==> config.mk <==
export PLATFORM = sky130hd
export DESIGN_NAME = flash_seq
export DESIGN_NICKNAME = d
export VERILOG_FILES = /design/src/rtl/flash_seq_pkg.sv /design/src/rtl/flash_seq_timer.sv /design/src/rtl/flash_seq_array.sv /design/src/rtl/flash_seq.sv
export SDC_FILE = /design/constraint.sdc
export NUM_CORES = 2
export LEC_CHECK = 0
export BUFFER_PORTS_ARGS = -buffer_cell sky130_fd_sc_hd__buf_4
export CORE_MARGIN = 3
export CORE_UTILIZATION = 50
export CTS_CLUSTER_DIAMETER = 80
export CTS_CLUSTER_SIZE = 20
export DETAILED_ROUTE_END_ITERATION = 7
export PLACE_DENSITY = 0.72
export SLEW_MARGIN = 0
export SYNTH_ARGS = -nofsm -noshare
export SYNTH_HDL_FRONTEND = slang
export SYNTH_SLANG_ARGS = --single-unit
==> constraint.sdc <==
create_clock -name clk -period 8 [get_ports clk]
set_input_delay 0.4 -clock clk [delete_from_list [all_inputs] [get_ports clk]]
set_output_delay 0.4 -clock clk [all_outputs]
set_load 0.005 [all_outputs]
==> src/rtl/flash_seq_pkg.sv <==
package flash_seq_pkg;
   localparam int CTL_W       = 16;
   localparam int CB_PAGE_ER  = 0;
   localparam int CB_ALL_ER   = 1;
   localparam int CB_PROG     = 2;
   localparam int CB_START    = 3;
   localparam int CB_PAGE_LSB = 8;
   localparam int PAGE_FW     = 8;

   localparam int ST_W         = 5;
   localparam int ST_DONE      = 0;
   localparam int ST_PROG_ERR  = 1;
   localparam int ST_SEQ_ERR   = 2;
   localparam int ST_ALIGN_ERR = 3;
   localparam int ST_RANGE_ERR = 4;

   typedef enum logic [1:0] {
      OP_NONE,
      OP_PAGE,
      OP_ALL,
      OP_PROG
   } op_e;
endpackage

==> src/rtl/flash_seq_timer.sv <==
module flash_seq_timer #(
   parameter int OP_CYCLES = 8
) (
   input  logic clk,
   input  logic rst_n,
   input  logic launch,
   output logic busy,
   output logic done
);
   if (OP_CYCLES < 1) begin : g_bad_cycles
      $error("flash_seq_timer: OP_CYCLES must be at least 1");
   end

   if (OP_CYCLES == 1) begin : g_single
      logic busy_q;
      always_ff @(posedge clk or negedge rst_n) begin
         if (!rst_n) busy_q <= 1'b0;
         else        busy_q <= !busy_q && launch;
      end
      assign busy = busy_q;
      assign done = busy_q;
   end else begin : g_count
      localparam int CW = $clog2(OP_CYCLES);
      logic          busy_q;
      logic [CW-1:0] cnt_q;
      always_ff @(posedge clk or negedge rst_n) begin
         if (!rst_n) begin
            busy_q <= 1'b0;
            cnt_q  <= '0;
         end else if (busy_q) begin
            if (cnt_q == '0) busy_q <= 1'b0;
            else             cnt_q  <= cnt_q - 1'b1;
         end else if (launch) begin
            busy_q <= 1'b1;
            cnt_q  <= CW'(OP_CYCLES - 1);
         end
      end
      assign busy = busy_q;
      assign done = busy_q && (cnt_q == '0);
   end
endmodule

==> src/rtl/flash_seq_array.sv <==
module flash_seq_array #(
   parameter  int WORDS      = 64,
   parameter  int PAGE_WORDS = 16,
   localparam int AW         = $clog2(WORDS),
   localparam int DW_W       = AW - 1,
   localparam int NPAGES     = WORDS / PAGE_WORDS,
   localparam int PIDX_W     = (NPAGES > 1) ? $clog2(NPAGES) : 1
) (
   input  logic              clk,
   input  logic              rst_n,
   input  logic              erase_all,
   input  logic              erase_page,
   input  logic [PIDX_W-1:0] page_sel,
   input  logic              dw_we,
   input  logic [DW_W-1:0]   dw_idx,
   input  logic [63:0]       dw_data,
   input  logic [AW-1:0]     rd_addr,
   output logic [31:0]       rd_data,
   output logic [63:0]       old_dw
);
   if (WORDS < 4 || (1 << AW) != WORDS) begin : g_bad_words
      $error("flash_seq_array: WORDS must be a power of two of at least 4");
   end
   if (PAGE_WORDS < 2 || (WORDS % PAGE_WORDS) != 0 || (PAGE_WORDS % 2) != 0) begin : g_bad_page
      $error("flash_seq_array: PAGE_WORDS must be even and divide WORDS");
   end

   logic [31:0] words [WORDS];

   for (genvar w = 0; w < WORDS; w++) begin : g_word
      localparam int PG = w / PAGE_WORDS;
      localparam int HI = w % 2;
      logic [31:0] cell_q;
      always_ff @(posedge clk or negedge rst_n) begin
         if (!rst_n) begin
            cell_q <= '1;
         end else if (erase_all || (erase_page && page_sel == PIDX_W'(PG))) begin
            cell_q <= '1;
         end else if (dw_we && dw_idx == DW_W'(w / 2)) begin
            cell_q <= (HI == 1) ? dw_data[63:32] : dw_data[31:0];
         end
      end
      assign words[w] = cell_q;
   end

   assign rd_data = words[rd_addr];
   assign old_dw  = {words[{dw_idx, 1'b1}], words[{dw_idx, 1'b0}]};
endmodule

==> src/rtl/flash_seq.sv <==
module flash_seq
   import flash_seq_pkg::*;
#(
   parameter int WORDS      = 64,
   parameter int PAGE_WORDS = 16,
   parameter int OP_CYCLES  = 8
) (
   input  logic                     clk,
   input  logic                     rst_n,
   input  logic                     ctl_we,
   input  logic [15:0]              ctl_wdata,
   input  logic                     sts_clr_we,
   input  logic [4:0]               sts_clr_mask,
   input  logic                     mem_we,
   input  logic [$clog2(WORDS)-1:0] mem_addr,
   input  logic [31:0]              mem_wdata,
   input  logic [$clog2(WORDS)-1:0] rd_addr,
   output logic [31:0]              rd_data,
   output logic [15:0]              ctl_q,
   output logic                     busy,
   output logic [4:0]               status
);
   localparam int AW     = $clog2(WORDS);
   localparam int DW_W   = AW - 1;
   localparam int NPAGES = WORDS / PAGE_WORDS;
   localparam int PIDX_W = (NPAGES > 1) ? $clog2(NPAGES) : 1;

   if (NPAGES > 255) begin : g_bad_pages
      $error("flash_seq: page count must fit the 8-bit page field");
   end

   logic               pe_q, ae_q, pg_q;
   logic [PAGE_FW-1:0] page_q;
   logic [ST_W-1:0]    flags_q, flag_set, flag_clr;
   op_e                op_q, launch_op;
   logic               launch, done;
   logic               phase_q;
   logic [AW-1:0]      first_addr_q;
   logic [31:0]        first_data_q;
   logic [DW_W-1:0]    dw_idx_q;
   logic [63:0]        dw_data_q;
   logic [63:0]        old_dw;
   logic               ctl_ok, start_req, err_pending, data_ok, second_ok, prog_ok;
   logic [PAGE_FW-1:0] wpage;
   logic               unused_ctl;

   assign unused_ctl  = ^ctl_wdata[7:4];
   assign wpage       = ctl_wdata[CB_PAGE_LSB +: PAGE_FW];
   assign ctl_ok      = ctl_we && !busy;
   assign start_req   = ctl_ok && ctl_wdata[CB_START] &&
                        (ctl_wdata[CB_PAGE_ER] || ctl_wdata[CB_ALL_ER]);
   assign err_pending = |flags_q[ST_RANGE_ERR:ST_PROG_ERR];
   assign data_ok     = mem_we && !ctl_we && !busy && pg_q;
   assign second_ok   = (mem_addr == first_addr_q + AW'(1));
   assign prog_ok     = (old_dw == '1) || (dw_data_q == '0);
   assign flag_clr    = sts_clr_we ? sts_clr_mask : '0;

   always_comb begin
      flag_set  = '0;
      launch    = 1'b0;
      launch_op = OP_NONE;
      if (start_req) begin
         if (err_pending) begin
            flag_set[ST_SEQ_ERR] = 1'b1;
         end else if (ctl_wdata[CB_ALL_ER]) begin
            launch    = 1'b1;
            launch_op = OP_ALL;
         end else if ({1'b0, wpage} >= 9'(NPAGES)) begin
            flag_set[ST_RANGE_ERR] = 1'b1;
         end else begin
            launch    = 1'b1;
            launch_op = OP_PAGE;
         end
      end
      if (data_ok) begin
         if (!phase_q) begin
            if (mem_addr[0])      flag_set[ST_ALIGN_ERR] = 1'b1;
            else if (err_pending) flag_set[ST_SEQ_ERR]   = 1'b1;
         end else if (second_ok) begin
            launch    = 1'b1;
            launch_op = OP_PROG;
         end else begin
            flag_set[ST_ALIGN_ERR] = 1'b1;
         end
      end
      if (done) begin
         if (op_q == OP_PROG && !prog_ok) flag_set[ST_PROG_ERR] = 1'b1;
         else                             flag_set[ST_DONE]     = 1'b1;
      end
   end

   always_ff @(posedge clk or negedge rst_n) begin
      if (!rst_n) begin
         pe_q         <= 1'b0;
         ae_q         <= 1'b0;
         pg_q         <= 1'b0;
         page_q       <= '0;
         flags_q      <= '0;
         op_q         <= OP_NONE;
         phase_q      <= 1'b0;
         first_addr_q <= '0;
         first_data_q <= '0;
         dw_idx_q     <= '0;
         dw_data_q    <= '0;
      end else begin
         flags_q <= (flags_q & ~flag_clr) | flag_set;
         if (launch) op_q <= launch_op;
         if (ctl_ok) begin
            pe_q   <= ctl_wdata[CB_PAGE_ER];
            ae_q   <= ctl_wdata[CB_ALL_ER];
            pg_q   <= ctl_wdata[CB_PROG];
            page_q <= wpage;
            if (!ctl_wdata[CB_PROG]) phase_q <= 1'b0;
         end
         if (data_ok) begin
            if (!phase_q) begin
               if (!mem_addr[0] && !err_pending) begin
                  phase_q      <= 1'b1;
                  first_addr_q <= mem_addr;
                  first_data_q <= mem_wdata;
               end
            end else begin
               phase_q <= 1'b0;
               if (second_ok) begin
                  dw_idx_q  <= first_addr_q[AW-1:1];
                  dw_data_q <= {mem_wdata, first_data_q};
               end
            end
         end
      end
   end

   flash_seq_timer #(.OP_CYCLES(OP_CYCLES)) u_timer (
      .clk    (clk),
      .rst_n  (rst_n),
      .launch (launch),
      .busy   (busy),
      .done   (done)
   );

   flash_seq_array #(.WORDS(WORDS), .PAGE_WORDS(PAGE_WORDS)) u_array (
      .clk        (clk),
      .rst_n      (rst_n),
      .erase_all  (done && op_q == OP_ALL),
      .erase_page (done && op_q == OP_PAGE),
      .page_sel   (page_q[PIDX_W-1:0]),
      .dw_we      (done && op_q == OP_PROG && prog_ok),
      .dw_idx     (dw_idx_q),
      .dw_data    (dw_data_q),
      .rd_addr    (rd_addr),
      .rd_data    (rd_data),
      .old_dw     (old_dw)
   );

   assign ctl_q  = {page_q, 4'b0000, 1'b0, pg_q, ae_q, pe_q};
   assign status = flags_q;
endmodule


==> summary.txt <==
Worst hold path
  – Hold Crit Class: input port to flip-flop

Timing
  – Worst Tran Pin Value: 1210 ps
  – Final Skew: 60.5 ps
  – Slew margin rel.: 19.5%
  – Setup repair after global routing missed its margin: false
  – Final period util: 82.3%
  – Hold Vio Cnt, Final: 0
  – Fin. max-slew vios: 0
  – Final TNS setup: 0 ps
  – Minimum clock period: 6580 ps
  – Final WS setup: 1420 ps
  – Fmax: 0.152 GHz
  – Setup-failing EPs final: 0

Routing
  – Routed WL: 363 mm
  – Routed WL per cell: 29.7 um
  – TritonRoute pass-1 iters: 5
  – DRT antenna net count: 0
  – WL met3: 31.8 mm
  – Max layer used: met5
  – Avg Vias per Cell: 6.64
  – # DRC: 0
  – Vias: 81200
  – M1 WL: 138 mm
  – 1st-iter DRT viols: 8848
  – Met2 WL: 171 mm

Worst setup path
  – Worst flop-to-flop path endpoint: u_array.g_word[43].cell_q[7]
  – Critical path destination: u_array.g_word[43].cell_q[7]
  – Critical path arrival: 7310 ps
  – Critical Path Stages: 12
  – Crit path buf inv count: 3
  – Startpoint types: flip-flop
  – Worst path required time: 8730 ps
  – Worst path cell trace: nor2b_4, buf_4, a22o_1, a221oi_1, nor4_1, nand3_1, or4_1, a22oi_4, buf_4, o21a_4, buf_4, mux2i_1
  – Crit Path Max Fanout: 20
  – CP max stage delay: 970 ps
  – Most frequent CP cell: buf_4
  – R2r startpoint: dw_idx_q[2]
  – Critical Path Slowest Stage Cell: nor4_1
  – Setup slack, reg-to-reg: 1420 ps
  – Critical path startpoint: dw_idx_q[2]
  – WS Path Type: flip-flop to flip-flop
  – Crit path max-delay family: simple AND/OR/NAND/NOR gates
  – Crit. End Element: flip-flop
  – Worst Reg-to-Reg Cells: 12

Clock tree
  – H-tree depth: 4
  – Max clock buf depth: 3
  – Worst-path clk slew: 90 ps
  – Clk_lat worst skew: 850 ps
  – CTS Root Cell: clkbuf_16
  – Clk sinks: 2178
  – CTS tree: yes
  – TritonCTS Buffers: 133

Place
  – RD Place Congestion: 0.868
  – Post-DP HPWL: 224 mm
  – PortBufs: 114
  – Pre-CTS setup slack: 1710 ps

Die
  – Core Box Area: 244000 um2
  – Die width: 502 um
  – Row count: 181
  – Die Height: 502 um
  – Die footprint: 252000 um2
  – I/O pin count: 124
  – Starting Density: 50.5%

Synth
  – Asr flop ratio synth: 100%
  – Synth area leaders: dfstp_2 (44%), mux4_2 (21%), mux2i_1 (17%)
  – Main synth FF type: dfstp_2
  – Synthesized cell area: 123000 um2
  – Post-synth cell types: 55
  – Cell taking the most area after synthesis: dfstp_2
  – Synthesized netlist cell count: 9259
  – Synth Register Bits: 2178
  – Seq/Total Area, Yosys: 46.3%
  – Synth warnings: 0
  – Share of the synthesized area in the top cell type: 43.7%
  – Mapped Avg Cell Area: 13.3 um2
  – Post-synth EDFFs: 0

Final layout
  – Filler Cell Count: 19700
  – Most frequent cells in the layout: nor2_1 (2319), mux2i_1 (2072), dfstp_2 (2048)
  – Commonest non-fill, non-tap cell in the layout: nor2_1
  – Synthesis-to-layout area growth: 5.77%
  – Layout cells sized above 1: 42.9%
  – Layout Nets: 9021

Power
  – Peak VDD IR: 248 uV
  – PD cells: 365 nW/um2
  – Static leakage: 58.8 nW

GRT
  – Antenna violations before repair: 27
  – Grt total ovfl: 0
  – First-pass GRT wire length: 547 mm
  – GRT Total Usage: 28.7%
  – Pin count of the biggest net entering global routing: 212
  – Vias in the first global route: 84500

Run status
  – Outcome: completed

Flow run
  – MaxCap Viol Count: 0
## sequential cells by signal, indices dropped and copies added (netlist names), 3 cells and up
register	cells
dw_idx_q	5
status	5
first_data_q	32
first_addr_q	6
page_q	8
dw_data_q	64
u_array.g_word.cell_q	2048
u_timer.g_count.cnt_q	3
## tightest hold or removal path: cells and delay by family
| kind | cells | cell delay [ps] |
|---|---|---|
| buffers and inverters | 2 | 210 |
| and+or+nand+nor | 2 | 160 |
| AOI/OAI and AO/OA | 1 | 150 |
## stage by stage
| step | util (%) | instance area [um2] | power [mW] | hold slack, ps | std cells |
|---|---|---|---|---|---|
| after global placement | 51.5 | 126000 | 39.0 | 480 | 12000 |
| after floorplan | - | 123000 | 34.8 | 104 | 9263 |
| after global routing | 53.4 | 130000 | 50.1 | 132 | 12200 |
| after CTS | 53.4 | 130000 | 47.4 | 59.0 | 12200 |
| final | 53.4 | 130000 | 47.5 | 130 | 12200 |
| after detailed placement | 51.5 | 126000 | 40.2 | 472 | 12000 |
## where the power goes
group / total [mW] / internal, mW / leakage (nW) / switching (mW)
clock: 7.09 / 3.22 / 1.86 / 3.87
combinational: 15.7 / 8.52 / 33.7 / 7.21
sequential: 24.7 / 20.4 / 23.3 / 4.32
total: 47.5 / 32.1 / 58.8 / 15.4
## cell families after synthesis
group,Yosys count,share of synthesized area [%]
AOI/OAI and AO/OA,349,2.21
DFF,2178,46.3
adders and majority gates,3,0.0305
and+or+nand+nor,2520,7.91
buffers and inverters,844,4.18
xor gates and xnor gates,11,0.0782
other,1,0.00304
muxes,3353,39.3
## per-layer routing
metal | global-route usage [%] | up-vias
li1 | - | 33300
met1 | 37.5 | 43100
met2 | 45.0 | 3846
met3 | 6.32 | 855
met4 | 15.2 | 8
met5 | 0 | -
## timing repair
action / CTS / global route
buffers inserted: 0 / 0
hold endpoints to repair: 140 / 0
gates resized for setup: 0 / 0
hold buffers: 64 / 0
## area by class of cell
class                      instances  area, um2  share of cell area (%)
inverter                           8       30.0                  0.0230
sequential                      2178      57100                    43.8
tap                             3202       4010                    3.07
clock buffer                     166       3580                    2.75
multi-input combinational       6241      61400                    47.1
antenna                           15       37.5                  0.0288
timing repair buffer             386       3970                    3.05
clock inverter                    27        239                   0.183
## how the worst min path moves through the flow
stage / from / endpoint / slack, ps / cells past startpoint
after floorplan: rst_n / ae_q / 100 / 0
after global placement: first_data_q[10] / dw_data_q[10] / 480 / 1
after detailed placement: pe_q / pe_q / 470 / 2
after CTS: ctl_wdata[3] / u_timer.g_count.cnt_q[2] / 60 / 5
after global routing: ctl_wdata[3] / u_timer.g_count.cnt_q[2] / 130 / 5
final: ctl_wdata[3] / u_timer.g_count.cnt_q[2] / 130 / 5
## cells in the mapped netlist (all sizes together), types with 2 or more instances
library cell     n
nor2          2321
mux2i         2072
dfstp         2048
mux4          1172
buf            452
clkbuf         384
dfrtp          130
mux2           109
a22o            90
a221oi          89
a22oi           75
nand2           70
a21oi           42
nor4            32
o21ai           28
nor3            27
nand3           25
nand4           10
nor2b           10
o211ai           9
inv              8
xnor2            8
and3             7
o2111ai          7
nand2b           6
and2             4
ha               3
or4              3
xor2             3
a31oi            2
and4             2
No activity file was read; power rests on OpenSTA's default activity.
